==> config.mk <==
export PLATFORM = sky130hd
export DESIGN_NAME = pwr_seq_ctrl
export DESIGN_NICKNAME = d
export VERILOG_FILES = /design/src/rtl/pwr_seq_pkg.sv /design/src/rtl/pwr_iso_clamp.sv /design/src/rtl/pwr_dom_seq.sv /design/src/rtl/pwr_seq_ctrl.sv
export SDC_FILE = /design/constraint.sdc
export NUM_CORES = 1
export LEC_CHECK = 0
export BUFFER_PORTS_ARGS = -buffer_cell sky130_fd_sc_hd__buf_4
export CAP_MARGIN = 20
export CORE_ASPECT_RATIO = 0.6
export CORE_MARGIN = 5
export CORE_UTILIZATION = 30
export CTS_CLUSTER_DIAMETER = 80
export DETAILED_ROUTE_END_ITERATION = 8
export PLACE_DENSITY = 0.59
export SLEW_MARGIN = 0
export SYNTH_ARGS = -nofsm -noshare
export SYNTH_HDL_FRONTEND = slang
export SYNTH_HIERARCHICAL = 1
export SYNTH_SLANG_ARGS = --single-unit
==> constraint.sdc <==
create_clock -name clk -period 2.4 [get_ports clk]
set_clock_uncertainty 0.15 [all_clocks]
set_input_delay 0.36 -clock clk [delete_from_list [all_inputs] [get_ports clk]]
set_output_delay 0.36 -clock clk [all_outputs]
set_load 0.01 [all_outputs]
==> src/rtl/pwr_seq_pkg.sv <==
package pwr_seq_pkg;
  localparam logic [1:0] MODE_RUN      = 2'd0;
  localparam logic [1:0] MODE_SLP_CONV = 2'd1;
  localparam logic [1:0] MODE_SLP_ALL  = 2'd2;

  typedef enum logic [3:0] {
    ST_UP, ST_ISO, ST_SAVE, ST_GD_DN, ST_ON_DN,
    ST_DOWN, ST_ON_UP, ST_GD_UP, ST_REST, ST_FAULT
  } dom_st_e;

  function automatic logic mode_ok(input logic [1:0] m);
    return (m == MODE_RUN) || (m == MODE_SLP_CONV) || (m == MODE_SLP_ALL);
  endfunction
endpackage

==> src/rtl/pwr_iso_clamp.sv <==
module pwr_iso_clamp #(
  parameter int W = 4,
  parameter logic [W-1:0] HI_MASK = '0
) (
  input  logic         iso,
  input  logic [W-1:0] din,
  output logic [W-1:0] dout
);
  for (genvar i = 0; i < W; i++) begin : g_bit
    if (HI_MASK[i]) begin : g_hi
      assign dout[i] = iso | din[i];
    end else begin : g_lo
      assign dout[i] = ~iso & din[i];
    end
  end
endmodule

==> src/rtl/pwr_dom_seq.sv <==
module pwr_dom_seq
  import pwr_seq_pkg::*;
#(
  parameter bit HAS_RET = 1'b1,
  parameter int TMO_W   = 8
) (
  input  logic             clk,
  input  logic             rst,
  input  logic             want_on,
  input  logic [TMO_W-1:0] tmo,
  input  logic             on_ack,
  input  logic             good_ack,
  output logic             on_en,
  output logic             good_en,
  output logic             iso_en,
  output logic             ret_en,
  output logic             settled,
  output logic             fault
);
  dom_st_e          st;
  logic [TMO_W-1:0] cnt;
  logic             tmo_hit;

  assign tmo_hit = (cnt == tmo);
  assign settled = ((st == ST_UP) && want_on) || ((st == ST_DOWN) && !want_on);

  always_ff @(posedge clk) begin
    if (rst) begin
      st      <= ST_UP;
      on_en   <= 1'b1;
      good_en <= 1'b1;
      iso_en  <= 1'b0;
      ret_en  <= 1'b0;
      cnt     <= '0;
      fault   <= 1'b0;
    end else begin
      case (st)
        ST_UP: if (!want_on) begin
          iso_en <= 1'b1;
          st     <= ST_ISO;
        end
        ST_ISO: begin
          ret_en <= HAS_RET ? 1'b1 : 1'b0;
          st     <= ST_SAVE;
        end
        ST_SAVE: begin
          good_en <= 1'b0;
          cnt     <= '0;
          st      <= ST_GD_DN;
        end
        ST_GD_DN: begin
          if (!good_ack) begin
            on_en <= 1'b0;
            cnt   <= '0;
            st    <= ST_ON_DN;
          end else if (tmo_hit) begin
            fault <= 1'b1;
            st    <= ST_FAULT;
          end else cnt <= cnt + 1'b1;
        end
        ST_ON_DN: begin
          if (!on_ack) st <= ST_DOWN;
          else if (tmo_hit) begin
            fault <= 1'b1;
            st    <= ST_FAULT;
          end else cnt <= cnt + 1'b1;
        end
        ST_DOWN: if (want_on) begin
          on_en <= 1'b1;
          cnt   <= '0;
          st    <= ST_ON_UP;
        end
        ST_ON_UP: begin
          if (on_ack) begin
            good_en <= 1'b1;
            cnt     <= '0;
            st      <= ST_GD_UP;
          end else if (tmo_hit) begin
            fault <= 1'b1;
            st    <= ST_FAULT;
          end else cnt <= cnt + 1'b1;
        end
        ST_GD_UP: begin
          if (good_ack) begin
            ret_en <= 1'b0;
            st     <= ST_REST;
          end else if (tmo_hit) begin
            fault <= 1'b1;
            st    <= ST_FAULT;
          end else cnt <= cnt + 1'b1;
        end
        ST_REST: begin
          iso_en <= 1'b0;
          st     <= ST_UP;
        end
        default: st <= ST_FAULT;
      endcase
    end
  end
endmodule

==> src/rtl/pwr_seq_ctrl.sv <==
module pwr_seq_ctrl
  import pwr_seq_pkg::*;
#(
  parameter int TMO_W     = 8,
  parameter int CPU_OUT_W = 4,
  parameter int CNV_OUT_W = 3,
  parameter logic [CPU_OUT_W-1:0] CPU_HI_MASK = 'b11
) (
  input  logic                 clk,
  input  logic                 rst,
  input  logic                 req_valid,
  input  logic [1:0]           req_mode,
  input  logic [TMO_W-1:0]     ack_tmo,
  output logic                 cpu_on_en,
  input  logic                 cpu_on_ack,
  output logic                 cpu_good_en,
  input  logic                 cpu_good_ack,
  output logic                 cpu_iso,
  output logic                 cpu_ret,
  output logic                 cnv_on_en,
  input  logic                 cnv_on_ack,
  output logic                 cnv_good_en,
  input  logic                 cnv_good_ack,
  output logic                 cnv_iso,
  input  logic [CPU_OUT_W-1:0] cpu_out_raw,
  output logic [CPU_OUT_W-1:0] cpu_out_iso,
  input  logic [CNV_OUT_W-1:0] cnv_out_raw,
  output logic [CNV_OUT_W-1:0] cnv_out_iso,
  output logic [1:0]           cur_mode,
  output logic                 busy,
  output logic                 err
);
  logic [1:0] tgt_q, cur_q, pend_q;
  logic       pend_v, idle, req_ok;
  logic       cpu_set, cnv_set, cpu_flt, cnv_flt, cnv_ret_unused;

  assign idle   = (tgt_q == cur_q);
  assign req_ok = req_valid && mode_ok(req_mode);

  always_ff @(posedge clk) begin
    if (rst) begin
      tgt_q  <= MODE_RUN;
      cur_q  <= MODE_RUN;
      pend_q <= MODE_RUN;
      pend_v <= 1'b0;
    end else begin
      if (!idle && cpu_set && cnv_set) cur_q <= tgt_q;
      if (idle) begin
        pend_v <= 1'b0;
        if (req_ok) begin
          if (req_mode != cur_q) tgt_q <= req_mode;
        end else if (pend_v && (pend_q != cur_q)) begin
          tgt_q <= pend_q;
        end
      end else if (req_ok) begin
        pend_q <= req_mode;
        pend_v <= 1'b1;
      end
    end
  end

  pwr_dom_seq #(.HAS_RET(1'b1), .TMO_W(TMO_W)) u_cpu (
    .clk(clk), .rst(rst), .want_on(tgt_q == MODE_RUN), .tmo(ack_tmo),
    .on_ack(cpu_on_ack), .good_ack(cpu_good_ack),
    .on_en(cpu_on_en), .good_en(cpu_good_en), .iso_en(cpu_iso),
    .ret_en(cpu_ret), .settled(cpu_set), .fault(cpu_flt));

  pwr_dom_seq #(.HAS_RET(1'b0), .TMO_W(TMO_W)) u_cnv (
    .clk(clk), .rst(rst), .want_on(tgt_q != MODE_SLP_ALL), .tmo(ack_tmo),
    .on_ack(cnv_on_ack), .good_ack(cnv_good_ack),
    .on_en(cnv_on_en), .good_en(cnv_good_en), .iso_en(cnv_iso),
    .ret_en(cnv_ret_unused), .settled(cnv_set), .fault(cnv_flt));

  pwr_iso_clamp #(.W(CPU_OUT_W), .HI_MASK(CPU_HI_MASK)) u_cpu_clamp (
    .iso(cpu_iso), .din(cpu_out_raw), .dout(cpu_out_iso));

  pwr_iso_clamp #(.W(CNV_OUT_W), .HI_MASK('0)) u_cnv_clamp (
    .iso(cnv_iso), .din(cnv_out_raw), .dout(cnv_out_iso));

  assign err      = cpu_flt | cnv_flt;
  assign cur_mode = cur_q;
  assign busy     = !idle || pend_v || err || cnv_ret_unused;
endmodule

==> impl_metrics.env <==
export IMPL_mostFrequentLayoutCells="buf_4 (54), dfxtp_1 (40), a21oi_1 (30), nor2_1 (21), nand2_1 (20)"
export IMPL_antenna_found_initial=0
export IMPL_hold_buffers=0
export IMPL_fin_area_um2=3242
export IMPL_avgViaCountPerCell=5.436
export IMPL_worstMarginPinSlew_ns=0.6244
export IMPL_grt_usage=0.1309
export IMPL_numPortBuffers=41
export IMPL_cts_setup_buffers=0
export IMPL_ys_ff_latch=40
export IMPL_placed_area_um2=3078
export IMPL_drc=0
export IMPL_fin_setup_tns_ns=0
export IMPL_drv_cap=0
export IMPL_crit_path_top_delay_cell="dfxtp_1"
export IMPL_final_common_cell="buf_4"
export IMPL_drt_wl_total_mm=7.201
export IMPL_area_growth_synth_to_final_pct=21.36
export IMPL_grt_start_max_net_pins=26
export IMPL_worst_setup_path_type="register to primary output"
export IMPL_pin_count=42
export IMPL_first_pass_iters=5
export IMPL_nets=401
export IMPL_path_cells="xnor2_1 -> nand2_1 -> or4_1 -> buf_4"
export IMPL_num_rows=26
export IMPL_synth_edf_count=0
export IMPL_cp_max_fo=6
export IMPL_period_share=0.9056
export IMPL_postSynthCellCount=336
export IMPL_cts_sinks=40
export IMPL_peakVddDrop_v=0.0002888
export IMPL_post_route_util=0.3775
export IMPL_worstPathRequired_ns=1.89
export IMPL_hold_viol_final=0
export IMPL_die_area_um2=10950
export IMPL_yosys_warnings=6
export IMPL_synth_ff_type="dfxtp_1"
export IMPL_die_x_um=131.8
export IMPL_post_drt_wl_per_cell_um=14.76
export IMPL_power_density_nw_per_um2=781.0
export IMPL_avgSynthCellArea_um2=7.950
export IMPL_max_freq_mhz=460.1
export IMPL_grt_pass1_vias=2453
export IMPL_cts_resized=0
export IMPL_slew_headroom=0.5805
export IMPL_insertion_delay_ns=0.29
export IMPL_synth_area_um2=2671
export IMPL_drive_gt1_frac=0.2021
export IMPL_synthesis_nets=362
export IMPL_async_flop_share=0
export IMPL_via_count=2653
export IMPL_cts_max_path_buffers=2
export IMPL_synth_cell_types=67
export IMPL_period_needed_ns=2.173
export IMPL_p_leak_nw=1.178
export IMPL_overflow=0
export IMPL_power_mw=2.532
export IMPL_antenna_left=0
export IMPL_hold_slack_ns=0.2476
export IMPL_htree_num_levels=2
export IMPL_cts_tree="built"
export IMPL_grt_pass1_wl_mm=12.14
export IMPL_slowest_delay_ns=0.48
export IMPL_slew_violations=0
export IMPL_dp_hpwl_mm=5.306
export IMPL_fillers=910
export IMPL_path_clk_slew_ns=0.06
export IMPL_initial_core_util=0.3110
export IMPL_placeableCoreArea_um2=8588
export IMPL_worstPathArrival_ns=1.66
export IMPL_status="finished clean"
export IMPL_hp_class="input pin to register"
export IMPL_cts_buffers=5
export IMPL_cts_root_buffer="clkbuf_16"
export IMPL_antenna_cells=0
export IMPL_critPathCaptureType="primary output"
export IMPL_rsz0062_at_grt="no"
export IMPL_drt_iter0_drc=282
export IMPL_setup_viol=0
export IMPL_die_y_um=83.10
export IMPL_cp_start_kind="register"
export IMPL_gp_congestion=0.8427
export IMPL_synth_yosys_seq_area_share=0.2998
-- state kept, by name, indices dropped and copies added, names as in the netlist, 2 cells and up --
name	count
u_cnv/cnt	8
u_cpu/cnt	8
u_cnv/st	4
u_cpu/st	4
cur_mode	2
pend_q	2
tgt_q	2
-- synthesized netlist by cell type, types with 3 or more instances --
master	n	area (µm²)
or4_1	9	67.56
o21ai_0	16	80.08
and3_1	5	31.28
nand3_1	14	70.07
nor3_1	10	50.05
nor2_1	21	78.83
a211oi_1	5	37.54
dfxtp_1	40	800.8
a21o_1	3	22.52
a31oi_1	5	31.28
clkbuf_1	8	30.03
o211ai_1	3	22.52
o21bai_1	4	30.03
xor2_1	7	61.31
nor2b_1	9	56.30
or2_1	3	18.77
nand2_1	20	75.07
nand2b_1	6	37.54
a21oi_1	30	150.1
o31ai_1	11	82.58
nand4_1	7	43.79
buf_4	4	30.03
buf_2	3	15.01
inv_1	12	45.04
buf_6	5	56.30
or3_1	6	37.54
xnor2_1	18	157.7
-- where the power goes --
group / leakage, nW / switching, mW / internal (mW) / total, mW
registers: 0.324 / 0.127 / 0.740 / 0.867
logic: 0.773 / 0.499 / 0.393 / 0.892
clock network: 0.0808 / 0.283 / 0.490 / 0.773
-- layout make-up --
| class | instances | area (µm²) | area share |
|---|---|---|---|
| Multi-Input combinational cell | 261 | 1683 | 0.5191 |
| Sequential cell | 40 | 800.8 | 0.2470 |
| Timing Repair Buffer | 54 | 405.4 | 0.1250 |
| Tap cell | 112 | 140.1 | 0.04323 |
| Clock buffer | 6 | 128.9 | 0.03975 |
| Inverter | 13 | 48.80 | 0.01505 |
| Clock inverter | 2 | 35.03 | 0.01081 |
-- logic make-up after synthesis --
family | count (synthesis) | synth area share
simple gates | 124 | 0.2515
compound gates | 107 | 0.2782
xor+xnor | 25 | 0.08197
fa+ha+maj | 2 | 0.009366
buf+inv | 35 | 0.07025
mux | 2 | 0.007494
other cells | 1 | 0.001404
flops | 40 | 0.2998
-- worst paths after layout --
kind | start | to | slack, ns | cells past startpoint
worst min register to register | u_cnv/fault | u_cnv/fault | 0.31 | 2
worst min-delay path | req_valid | pend_v | 0.25 | 3
worst max-delay path | cur_mode[1] | busy | 0.23 | 4
worst max register to register | tgt_q[0] | u_cnv/cnt[3] | 0.30 | 8
-- worst max-delay path: cells and delay by family (launching register included) --
family | cells | cell delay [ns]
xor gates and xnor gates | 1 | 0.17
buffers and inverters | 1 | 0.16
DFF | 1 | 0.48
and+or+nand+nor | 2 | 0.57
-- layer usage --
layer,GRT usage,up-vias,part of all wire
met5,0,-,0
met4,0.03828,0,0.010
met3,0.04650,7,0.075
met2,0.1814,95,0.40
met1,0.1883,1235,0.51
li1,-,1316,-
-- stage by stage --
step / setup WS, ns / instances
after floorplan: 0.6365 / 336
after global placement: 0.3999 / 480
after detailed placement: 0.3455 / 480
after CTS: 0.2137 / 488
after global routing: 0.1162 / 488
final: 0.2265 / 488
Note: power is estimated with default switching activity, not from simulation.
